## src/rtl/lut_reload_pkg.sv

```systemverilog
`timescale 1ns/1ps
package lut_reload_pkg;
  localparam int CH_W = 6;

  typedef enum logic [2:0] {
    S_IDLE,
    S_CTL,
    S_WAIT_VB,
    S_FETCH,
    S_MONO
  } seq_state_e;

  typedef struct packed {
    logic [CH_W-1:0] r;
    logic [CH_W-1:0] g;
    logic [CH_W-1:0] b;
  } rgb_t;
endpackage

```

## src/rtl/lut_reload_regs.sv

```systemverilog
`timescale 1ns/1ps
module lut_reload_regs #(
  parameter int ADDR_W   = 32,
  parameter int BASE_LSB = 10
) (
  input  logic                       clk_i,
  input  logic                       rst_ni,
  input  logic                       wr_en_i,
  input  logic                       sel_i,
  input  logic [31:0]                wdata_i,
  input  logic                       ctl_clr_i,
  input  logic                       pal_clr_i,
  output logic [31:0]                rdata_o,
  output logic                       ctl_busy_o,
  output logic                       pal_busy_o,
  output logic [ADDR_W-1:BASE_LSB]   base_o,
  output logic                       done_o
);
  logic [ADDR_W-1:BASE_LSB] base_q;
  logic ctl_busy_q, pal_busy_q, done_q;
  logic wr_ctl, wr_base;
  logic unused_wbits;

  assign wr_ctl  = wr_en_i && !sel_i;
  assign wr_base = wr_en_i && sel_i;
  assign unused_wbits = ^wdata_i[BASE_LSB-1:2];

  always_ff @(posedge clk_i or negedge rst_ni) begin
    if (!rst_ni) begin
      base_q     <= '0;
      ctl_busy_q <= 1'b0;
      pal_busy_q <= 1'b0;
      done_q     <= 1'b0;
    end else begin
      if (wr_base) base_q <= wdata_i[ADDR_W-1:BASE_LSB];
      // clear wins; a set while busy is dropped
      if (ctl_clr_i)                   ctl_busy_q <= 1'b0;
      else if (wr_ctl && wdata_i[0])   ctl_busy_q <= 1'b1;
      if (pal_clr_i)                   pal_busy_q <= 1'b0;
      else if (wr_ctl && wdata_i[1])   pal_busy_q <= 1'b1;
      done_q <= pal_clr_i;
    end
  end

  always_comb begin
    if (sel_i) rdata_o = {base_q, {BASE_LSB{1'b0}}};
    else       rdata_o = {30'd0, pal_busy_q, ctl_busy_q};
  end

  assign ctl_busy_o = ctl_busy_q;
  assign pal_busy_o = pal_busy_q;
  assign base_o     = base_q;
  assign done_o     = done_q;

  a_r6_busy_holds: assert property (@(posedge clk_i) disable iff (!rst_ni)
    pal_busy_q && !pal_clr_i |=> pal_busy_q);
  a_r12_done_on_fall: assert property (@(posedge clk_i) disable iff (!rst_ni)
    $fell(pal_busy_q) |-> done_q);
  a_r12_done_idle: assert property (@(posedge clk_i) disable iff (!rst_ni)
    done_q |-> !pal_busy_q);
endmodule

```

## src/rtl/lut_reload_unpack.sv

```systemverilog
`timescale 1ns/1ps
module lut_reload_unpack
  import lut_reload_pkg::*;
(
  input  logic [15:0] hw_i,
  output rgb_t        rgb_o
);
  // 5-bit red/blue land in the upper bits, LSB forced low
  always_comb begin
    rgb_o.r = {hw_i[15:11], {(CH_W-5){1'b0}}};
    rgb_o.g = hw_i[10:5];
    rgb_o.b = {hw_i[4:0], {(CH_W-5){1'b0}}};
  end
endmodule

```

## src/rtl/lut_reload_seq.sv

```systemverilog
`timescale 1ns/1ps
module lut_reload_seq
  import lut_reload_pkg::*;
#(
  parameter int ADDR_W     = 32,
  parameter int BASE_LSB   = 10,
  parameter int PAL_DEPTH  = 256,
  parameter int MONO_DEPTH = 16,
  parameter int MONO_W     = 4,
  parameter int TBL_OFS    = 'h100
) (
  input  logic                         clk_i,
  input  logic                         rst_ni,
  input  logic                         color_i,
  input  logic                         pal_sel_i,
  input  logic                         vblank_i,
  input  logic                         ctl_busy_i,
  input  logic                         pal_busy_i,
  input  logic [ADDR_W-1:BASE_LSB]     base_i,
  input  logic                         ctl_done_i,
  input  logic                         mem_valid_i,
  input  logic [31:0]                  mem_rdata_i,
  input  rgb_t                         rgb_i,
  output logic                         ctl_start_o,
  output logic                         ctl_clr_o,
  output logic                         pal_clr_o,
  output logic                         mem_req_o,
  output logic [ADDR_W-1:0]            mem_addr_o,
  output logic                         mem_word_o,
  output logic                         pal_we_o,
  output logic [$clog2(PAL_DEPTH)-1:0] pal_idx_o,
  output rgb_t                         pal_rgb_o,
  output logic                         mono_we_o,
  output logic [$clog2(MONO_DEPTH)-1:0] mono_idx_o,
  output logic [MONO_W-1:0]            mono_val_o
);
  localparam int PAL_IW   = $clog2(PAL_DEPTH);
  localparam int NIB_PW   = 32 / MONO_W;
  localparam int NIB_W    = $clog2(NIB_PW);
  localparam int NWORDS   = MONO_DEPTH / NIB_PW;
  localparam int WRD_W    = (NWORDS > 1) ? $clog2(NWORDS) : 1;
  localparam logic [ADDR_W-1:0] OFS = ADDR_W'(TBL_OFS);
  localparam logic [PAL_IW-1:0] PAL_LAST  = PAL_IW'(PAL_DEPTH - 1);
  localparam logic [PAL_IW-1:0] WORD_LAST = PAL_IW'(NWORDS - 1);
  localparam logic [NIB_W-1:0]  NIB_LAST  = NIB_W'(NIB_PW - 1);

  seq_state_e               state_q;
  logic [PAL_IW-1:0]        idx_q;
  logic [NIB_W-1:0]         nib_q;
  logic [31:0]              word_q;
  logic [ADDR_W-1:BASE_LSB] base_q;
  logic                     mode_q;
  logic                     pal_we_q;
  logic [PAL_IW-1:0]        pal_idx_q;
  rgb_t                     pal_rgb_q;
  logic skip, last_colour, last_mono, word_last;

  assign skip        = (state_q == S_IDLE) && !ctl_busy_i && pal_busy_i && color_i && !pal_sel_i;
  assign last_colour = (state_q == S_FETCH) && mode_q && mem_valid_i && (idx_q == PAL_LAST);
  assign word_last   = (idx_q == WORD_LAST);
  assign last_mono   = (state_q == S_MONO) && (nib_q == NIB_LAST) && word_last;

  always_ff @(posedge clk_i or negedge rst_ni) begin
    if (!rst_ni) begin
      state_q   <= S_IDLE;
      idx_q     <= '0;
      nib_q     <= '0;
      word_q    <= '0;
      base_q    <= '0;
      mode_q    <= 1'b0;
      pal_we_q  <= 1'b0;
      pal_idx_q <= '0;
      pal_rgb_q <= '0;
    end else begin
      pal_we_q <= 1'b0;
      unique case (state_q)
        S_IDLE: begin
          if (ctl_busy_i) state_q <= S_CTL;
          else if (pal_busy_i && !skip) begin
            state_q <= S_WAIT_VB;
            mode_q  <= color_i;
            base_q  <= base_i;
            idx_q   <= '0;
            nib_q   <= '0;
          end
        end
        S_CTL:     if (ctl_done_i) state_q <= S_IDLE;
        S_WAIT_VB: if (vblank_i)   state_q <= S_FETCH;
        S_FETCH: begin
          if (mem_valid_i) begin
            if (mode_q) begin
              pal_we_q  <= 1'b1;
              pal_idx_q <= idx_q;
              pal_rgb_q <= rgb_i;
              idx_q     <= idx_q + 1'b1;
              if (last_colour) state_q <= S_IDLE;
            end else begin
              word_q  <= mem_rdata_i;
              nib_q   <= '0;
              state_q <= S_MONO;
            end
          end
        end
        S_MONO: begin
          nib_q <= nib_q + 1'b1;
          if (nib_q == NIB_LAST) begin
            if (word_last) state_q <= S_IDLE;
            else begin
              idx_q   <= idx_q + 1'b1;
              state_q <= S_FETCH;
            end
          end
        end
        default: state_q <= S_IDLE;
      endcase
    end
  end

  assign ctl_start_o = (state_q == S_CTL);
  assign ctl_clr_o   = (state_q == S_CTL) && ctl_done_i;
  assign pal_clr_o   = skip || last_colour || last_mono;
  assign mem_req_o   = (state_q == S_FETCH);
  assign mem_word_o  = !mode_q;
  assign mem_addr_o  = {base_q, {BASE_LSB{1'b0}}} + OFS +
                       (mode_q ? (ADDR_W'(idx_q) << 1) : (ADDR_W'(idx_q) << 2));
  assign pal_we_o    = pal_we_q;
  assign pal_idx_o   = pal_idx_q;
  assign pal_rgb_o   = pal_rgb_q;
  assign mono_we_o   = (state_q == S_MONO);
  assign mono_idx_o  = {idx_q[WRD_W-1:0], nib_q};
  assign mono_val_o  = word_q[int'(nib_q)*MONO_W +: MONO_W];

  a_r9_hold_req: assert property (@(posedge clk_i) disable iff (!rst_ni)
    mem_req_o && !mem_valid_i |=> mem_req_o && $stable(mem_addr_o));
  a_r8_wait_blank: assert property (@(posedge clk_i) disable iff (!rst_ni)
    (state_q == S_WAIT_VB) && !vblank_i |=> !mem_req_o);
  a_r7_ctl_first: assert property (@(posedge clk_i) disable iff (!rst_ni)
    (state_q == S_IDLE) && ctl_busy_i && pal_busy_i |=> ctl_start_o && !mem_req_o);
  a_r10_skip_target: assert property (@(posedge clk_i) disable iff (!rst_ni)
    skip |=> !mem_req_o && !pal_we_o);
endmodule

```

## src/rtl/lut_reload_engine.sv

```systemverilog
`timescale 1ns/1ps
module lut_reload_engine
  import lut_reload_pkg::*;
#(
  parameter int ADDR_W     = 32,
  parameter int BASE_LSB   = 10,
  parameter int PAL_DEPTH  = 256,
  parameter int MONO_DEPTH = 16,
  parameter int MONO_W     = 4,
  parameter int TBL_OFS    = 'h100,
  localparam int PAL_IW    = $clog2(PAL_DEPTH),
  localparam int MONO_IW   = $clog2(MONO_DEPTH)
) (
  input  logic               clk_i,
  input  logic               rst_ni,
  input  logic               reg_wr_i,
  input  logic               reg_sel_i,
  input  logic [31:0]        reg_wdata_i,
  output logic [31:0]        reg_rdata_o,
  input  logic               color_mode_i,
  input  logic               pal_ram_sel_i,
  input  logic               vblank_i,
  output logic               ctl_start_o,
  input  logic               ctl_done_i,
  output logic               mem_req_o,
  output logic [ADDR_W-1:0]  mem_addr_o,
  output logic               mem_word_o,
  input  logic               mem_valid_i,
  input  logic [31:0]        mem_rdata_i,
  output logic               pal_we_o,
  output logic [PAL_IW-1:0]  pal_idx_o,
  output logic [CH_W-1:0]    pal_r_o,
  output logic [CH_W-1:0]    pal_g_o,
  output logic [CH_W-1:0]    pal_b_o,
  output logic               mono_we_o,
  output logic [MONO_IW-1:0] mono_idx_o,
  output logic [MONO_W-1:0]  mono_val_o,
  output logic               done_o
);
  logic ctl_busy, pal_busy, ctl_clr, pal_clr;
  logic [ADDR_W-1:BASE_LSB] base;
  rgb_t rgb_unp, rgb_wr;

  lut_reload_regs #(.ADDR_W(ADDR_W), .BASE_LSB(BASE_LSB)) u_regs (
    .clk_i(clk_i), .rst_ni(rst_ni), .wr_en_i(reg_wr_i), .sel_i(reg_sel_i),
    .wdata_i(reg_wdata_i), .ctl_clr_i(ctl_clr), .pal_clr_i(pal_clr),
    .rdata_o(reg_rdata_o), .ctl_busy_o(ctl_busy), .pal_busy_o(pal_busy),
    .base_o(base), .done_o(done_o)
  );

  lut_reload_unpack u_unpack (.hw_i(mem_rdata_i[15:0]), .rgb_o(rgb_unp));

  lut_reload_seq #(
    .ADDR_W(ADDR_W), .BASE_LSB(BASE_LSB), .PAL_DEPTH(PAL_DEPTH),
    .MONO_DEPTH(MONO_DEPTH), .MONO_W(MONO_W), .TBL_OFS(TBL_OFS)
  ) u_seq (
    .clk_i(clk_i), .rst_ni(rst_ni), .color_i(color_mode_i), .pal_sel_i(pal_ram_sel_i),
    .vblank_i(vblank_i), .ctl_busy_i(ctl_busy), .pal_busy_i(pal_busy), .base_i(base),
    .ctl_done_i(ctl_done_i), .mem_valid_i(mem_valid_i), .mem_rdata_i(mem_rdata_i),
    .rgb_i(rgb_unp), .ctl_start_o(ctl_start_o), .ctl_clr_o(ctl_clr), .pal_clr_o(pal_clr),
    .mem_req_o(mem_req_o), .mem_addr_o(mem_addr_o), .mem_word_o(mem_word_o),
    .pal_we_o(pal_we_o), .pal_idx_o(pal_idx_o), .pal_rgb_o(rgb_wr),
    .mono_we_o(mono_we_o), .mono_idx_o(mono_idx_o), .mono_val_o(mono_val_o)
  );

  assign pal_r_o = rgb_wr.r;
  assign pal_g_o = rgb_wr.g;
  assign pal_b_o = rgb_wr.b;
endmodule

```

## config.mk

```make
export PLATFORM = sky130hd
export DESIGN_NAME = lut_reload_engine
export DESIGN_NICKNAME = d
export VERILOG_FILES = /design/src/rtl/lut_reload_pkg.sv /design/src/rtl/lut_reload_regs.sv /design/src/rtl/lut_reload_unpack.sv /design/src/rtl/lut_reload_seq.sv /design/src/rtl/lut_reload_engine.sv
export SDC_FILE = /design/constraint.sdc
export NUM_CORES = 1
export LEC_CHECK = 0
export ABC_CLOCK_PERIOD_IN_PS = 2500
export BUFFER_PORTS_ARGS = -buffer_cell sky130_fd_sc_hd__buf_2
export CAP_MARGIN = 15
export CORE_MARGIN = 5
export CORE_UTILIZATION = 50
export CTS_CLUSTER_SIZE = 12
export DETAILED_ROUTE_END_ITERATION = 12
export GPL_TIMING_DRIVEN = 0
export PLACE_DENSITY = 0.78
export SETUP_SLACK_MARGIN = 0.5
export SLEW_MARGIN = 5
export SYNTH_ARGS = -nofsm -noshare
export SYNTH_HDL_FRONTEND = slang
export SYNTH_SLANG_ARGS = --single-unit
```

## constraint.sdc

```tcl
create_clock -name clk_i -period 2.5 [get_ports clk_i]
set_input_delay 0.125 -clock clk_i [delete_from_list [all_inputs] [get_ports clk_i]]
set_output_delay 0.125 -clock clk_i [all_outputs]
set_load 0.05 [all_outputs]
```

-- Word-level counts from Yosys, hierarchy flattened
Cells that the tools add are included.
- input port bits: 73
- bits in registers: 119
- logic and storage cells: 103
- reductions and logical operators: 32
- mux-type cells: 31
- shift operators: 1
- equality and inequality tests: 18
- add/subtract/negate cells: 4
- bitwise gates (word level): 2
- operator list (operator ; number):
    $mux W8 ; 6
    $mux W3 ; 12
    $add A32 B32 Y32 ; 1
    $add A32 B9 Y32 const B ; 1
    $mux W32 ; 1
    $shiftx A32 B6 Y4 ; 1
    $pmux W8 S3 ; 1
    $logic_and A1 B1 Y1 ; 15
    $pmux W3 S5 ; 1
    $mux W10 ; 1
    $ne A2 B2 Y1 const B ; 5
    $pmux W3 S3 ; 1
    $reduce_and A3 Y1 ; 3
    $add A8 B1 Y8 const B ; 1
    $eq A8 B1 Y1 const B ; 1
    $eq A8 B8 Y1 const B ; 1
    $ne A2 B1 Y1 const B ; 4
    $mux W1 ; 7
    $reduce_and A7 Y1 ; 1
    $eq A3 B2 Y1 const B ; 2
    $eq A3 B3 Y1 const B ; 2
    $ne A3 B3 Y1 const B ; 2
    $reduce_and A6 Y1 ; 1
    $logic_not A1 Y1 ; 5
    9 further kinds ; 12

-- Logic depth before layout (Yosys ltp)
- depth in word-level cells: 10
- mapped depth: 9
- depth with buffers taken out: 7

-- Cells and area by module
A second synthesis with hierarchy kept.
- cells, all modules: 478
- area total of the unflattened synthesis: 6098.3 µm²
- modules (own cells, without submodules) (module ; instances ; cells each ; seq. area each (µm²) ; area each (µm²)):
    lut_reload_seq ; 1 ; 368 ; 2402.3 ; 4733.3
    lut_reload_regs ; 1 ; 91 ; 625.6 ; 1226.2
    lut_reload_unpack ; 1 ; 19 ; 0.0 ; 138.9

-- Worst setup path after synthesis
No wires, ideal clock.
- kind: register to output
- start: register u_seq.mode_q
- end: output mem_addr_o[26]
- slack: -0.309 ns
- data required time: 2.375 ns
- data arrival time: 2.684 ns
- stages on the path, launching flop included: 10
- path buffers: 2
- cells stage by stage: dfrtp_1 -> clkbuf_1 -> clkbuf_1 -> nor2b_1 -> ha_1 -> nand4_1 -> nor3_1 -> and2_1 -> nand3_1 -> xnor2_1
- longest elaborated chain between the ends: 2
- RTL lines (item ; line ; source):
    from (decl) ; lut_reload_seq.sv:52 ; logic mode_q;
    from (signal assigned) ; lut_reload_seq.sv:81 ; mode_q <= color_i;
    $mux W10 ; lut_reload_seq.sv:125 ; (mode_q ? (ADDR_W'(idx_q) << 1) : (ADDR_W'(idx_q) << 2));
    $add A32 B32 Y32 ; lut_reload_seq.sv:124 ; assign mem_addr_o = {base_q, {BASE_LSB{1'b0}}} + OFS +
    to (decl) ; lut_reload_engine.sv:26 ; output logic [ADDR_W-1:0] mem_addr_o,
Every way passes these cells.

-- Final worst setup path
- start: register u_seq.mode_q
- end: output mem_addr_o[28]
The elaborated chain is that of the path after synthesis.

==> metrics.yaml <==
outcome: "complete, but fails checks"
violations: "setup timing"
syn_to_final_growth_pct: 59.1
htreeDepth: 4
grt_use_total_pct: 25.7
cts_buffers: 17
final_nets: 853
arrival_ps: 2410
synth.avg_cell_area_um2: 11.8
grt_overflow: 0
holdWs_ps: 149
die_h_um: 118
cts.clk_slew.worst_paths_ps: 60
diodes: 0
io_pins: 177
post-route-util_pct: 81.3
drtIter0Drc: 248
synthCells: 493
clock_power_share_pct: 22.1
synth-seq-cells: 119
finalPower_mw: 11.7
fin_ws_ps: -38.4
maxSlewViolCount: 0
grt_pass1_vias: 5365
vias_per_cell: 5.33
drc: 0
yosysSeqAreaShare_pct: 51.0
p_seq_share_pct: 28.8
layout_worst_path_cycle_share_pct: 102
maxSlewHeadroom_pct: 57.2
initial_core_util_pct: 51.1
synth_warnings: 0
clock_latency_ps: 410
cts.sinks: 119
p_per_area_mw_per_mm2: 1260
power_leakage_nw: 4.46
grt_max_degree: 84
reg2reg_from: "u_seq.state_q[0]"
grt_first_pass_wirelength_mm: 28.7
worstPathRequired_ps: 2380
rows: 39
die_area_mm2: 0.0139
async_reset_ff_share_pct: 100
setup-tns-final_ps: -78.2
p_int_mw: 6.73
dpl.hpwl_mm: 10.4
startpoint: "u_seq.mode_q"
skew_ps: 5.66
drive_above_1_share_pct: 55.7
critPathKind: "register to output port"
core-area_mm2: 0.0114
synth_edf_count: 0
cts_tree: "built"
vias: 4961
worst_pin_slew_ps: 642
place_ws_ps: -27.0
synth_ff_type: "dfrtp_1"
cp-start-kind: "register"
regToRegSetupSlack_ps: 460
crit_path_end_kind: "output port"
max_freq_ghz: 0.394
drv_cap: 0
period_minus_slack_ps: 2540
wire_per_inst_um: 19.8
hold_path_class: "primary input to register"
wl_mm: 18.4
setup_viol: 3
synth.distinct_cells: 48
final_antenna_net_count: 0
p_comb_share_pct: 49.1
portBuffers: 157
die_w_um: 118
sw_frac_of_total_pct: 42.3
antenna_found_initial: 0
hold_violations: 0
place_congestion: 0.853
dr.pass1.iters: 4
rsz0062_at_grt: "yes"
cp_max_fo: 4
vdd_drop_max_v: 0.00106
cts-root-buf: "clkbuf_16"
hp-start: "reg_wr_i"
switchingPower_mw: 4.93
syn-cell-area_mm2: 0.00584
clock_path_buffers: 2
==> kinds of logic (layout without fill, tap and decap cells) <==
family | after synthesis | in the layout | synth area share, %
adder cells (fa/ha/maj) | 5 | 5 | 1.07
other | 1 | 11 | 0.0643
multiplexers | 102 | 102 | 21.2
XOR/XNOR | 22 | 22 | 3.30
AO/OA/AOI/OAI | 41 | 42 | 5.36
flip-flops | 119 | 119 | 51.0
AND/OR/NAND/NOR | 155 | 155 | 13.3
buffers and inverters | 48 | 332 | 4.65
==> worst max-delay path, stage by stage, from the launching register on <==
cell	delay, ps
dfrtp_1	390
buf_8	130
clkbuf_16	140
nor2b_4	120
ha_4	150
nand4_1	160
nor3_4	210
and2_4	250
nand2_2	110
xnor2_4	160
buf_6	180
==> timing repair <==
item | 4_1_cts | 5_1_grt
endpoints found under the hold margin | 109 | 0
buffers inserted | 23 | 9
setup endpoints to repair | 90 | 96
cloned | 3 | 0
hold buffers | 60 | 0
pin swaps | 22 | 19
resized for setup | 128 | 54
==> per-stage QoR <==
stage | std cells | cell area (µm²)
3_5_place_dp | 804 | 7120
2_1_floorplan | 503 | 6120
4_1_cts | 922 | 9010
5_1_grt | 931 | 9290
6_report | 931 | 9290
3_3_place_gp | 803 | 7090
==> final cells by class <==
class / instances / area [µm²]
Multi-Input combinational cell: 337 / 3200
Sequential cell: 119 / 2990
Fill cell: 592 / 2130
Timing Repair Buffer: 252 / 1910
Clock buffer: 20 / 467
Buffer: 37 / 327
Tap cell: 143 / 179
Clock inverter: 12 / 165
Inverter: 11 / 55.1
==> cell usage after synthesis (2+ instances only) <==
cell type  count  area (µm²)
nand3b_1       2        15.0
ha_1           5        62.6
and4_1         2        17.5
inv_1         10        37.5
nor3b_1        2        15.0
nand2_1       68         255
and3_1         4        25.0
a22o_1         2        17.5
nor2_1        17        63.8
xor2_1         7        61.3
o211ai_4       2        42.5
nand3_1       13        65.1
and2_1        25         156
mux4_2         8         180
buf_2         12        60.1
o31ai_1        5        37.5
nor3_1         4        20.0
buf_4         12        90.1
mux2_2        94        1060
o21ai_0       13        65.1
dfrtp_1      119        2980
a2bb2oi_1      2        17.5
xnor2_1       15         131
clkbuf_1       6        22.5
nor2b_1        6        37.5
nand4_1        4        25.0
a31oi_1        2        12.5
a21oi_1        8        40.0
buf_6          4        45.0
buf_1          2        7.51
==> registers in the layout, indices dropped and copies added (netlist names), 3 cells and up <==
signal           flops
u_seq.state_q        3
u_regs.base_o       22
u_seq.word_q        32
u_seq.idx_q          8
u_seq.base_q        22
u_seq.pal_idx_o      8
u_seq.nib_q          3
u_seq.pal_rgb_o     16
==> cell usage in the layout, fill, tap and decap left out, types with 6 or more instances in the layout <==
| cell type | synthesis | layout |
|---|---|---|
| mux2_2 | 94 | 80 |
| buf_4 | 12 | 36 |
| a21oi_1 | 8 | 8 |
| nor2_1 | 17 | 13 |
| and2_1 | 25 | 23 |
| clkbuf_16 | 0 | 18 |
| xnor2_4 | 0 | 9 |
| dfrtp_2 | 0 | 8 |
| conb_1 | 1 | 11 |
| dlygate4sd3_1 | 0 | 60 |
| inv_1 | 10 | 7 |
| xor2_2 | 0 | 6 |
| dfrtp_1 | 119 | 111 |
| buf_6 | 4 | 41 |
| nand2_1 | 68 | 61 |
| mux4_2 | 8 | 8 |
| mux2_4 | 0 | 14 |
| buf_8 | 0 | 7 |
| buf_2 | 12 | 132 |
==> layer usage <==
layer | part of all wire, % | vias to the layer above | track usage [%]
li1 | - | 2254 | -
met1 | 39 | 2502 | 31.1
met2 | 53 | 174 | 44.9
met3 | 5.1 | 31 | 6.20
met4 | 2.1 | 0 | 8.89
met5 | 0 | - | 0
==> path summary, 6_finish.rpt <==
path,to,cells after the start
min in group asynchronous,u_seq.pal_we_o,2
max,mem_addr_o[28],10
min,u_regs.base_o[10],3
max in group asynchronous,u_seq.base_q[20],3
max reg2reg,u_seq.idx_q[6],7
min reg2reg,u_seq.pal_rgb_o[2],2
==> power by group through the flow <==
stage                     logic (mW)  clock network [mW]  registers [mW]
after floorplan                 3.13                   0            3.61
after global placement          4.45                   0            3.19
after detailed placement        4.56                   0            3.25
after CTS                       5.47                2.60            3.25
after global routing            5.99                2.70            3.44
final                           5.72                2.58            3.36
Note: power is estimated with default switching activity, not from simulation.
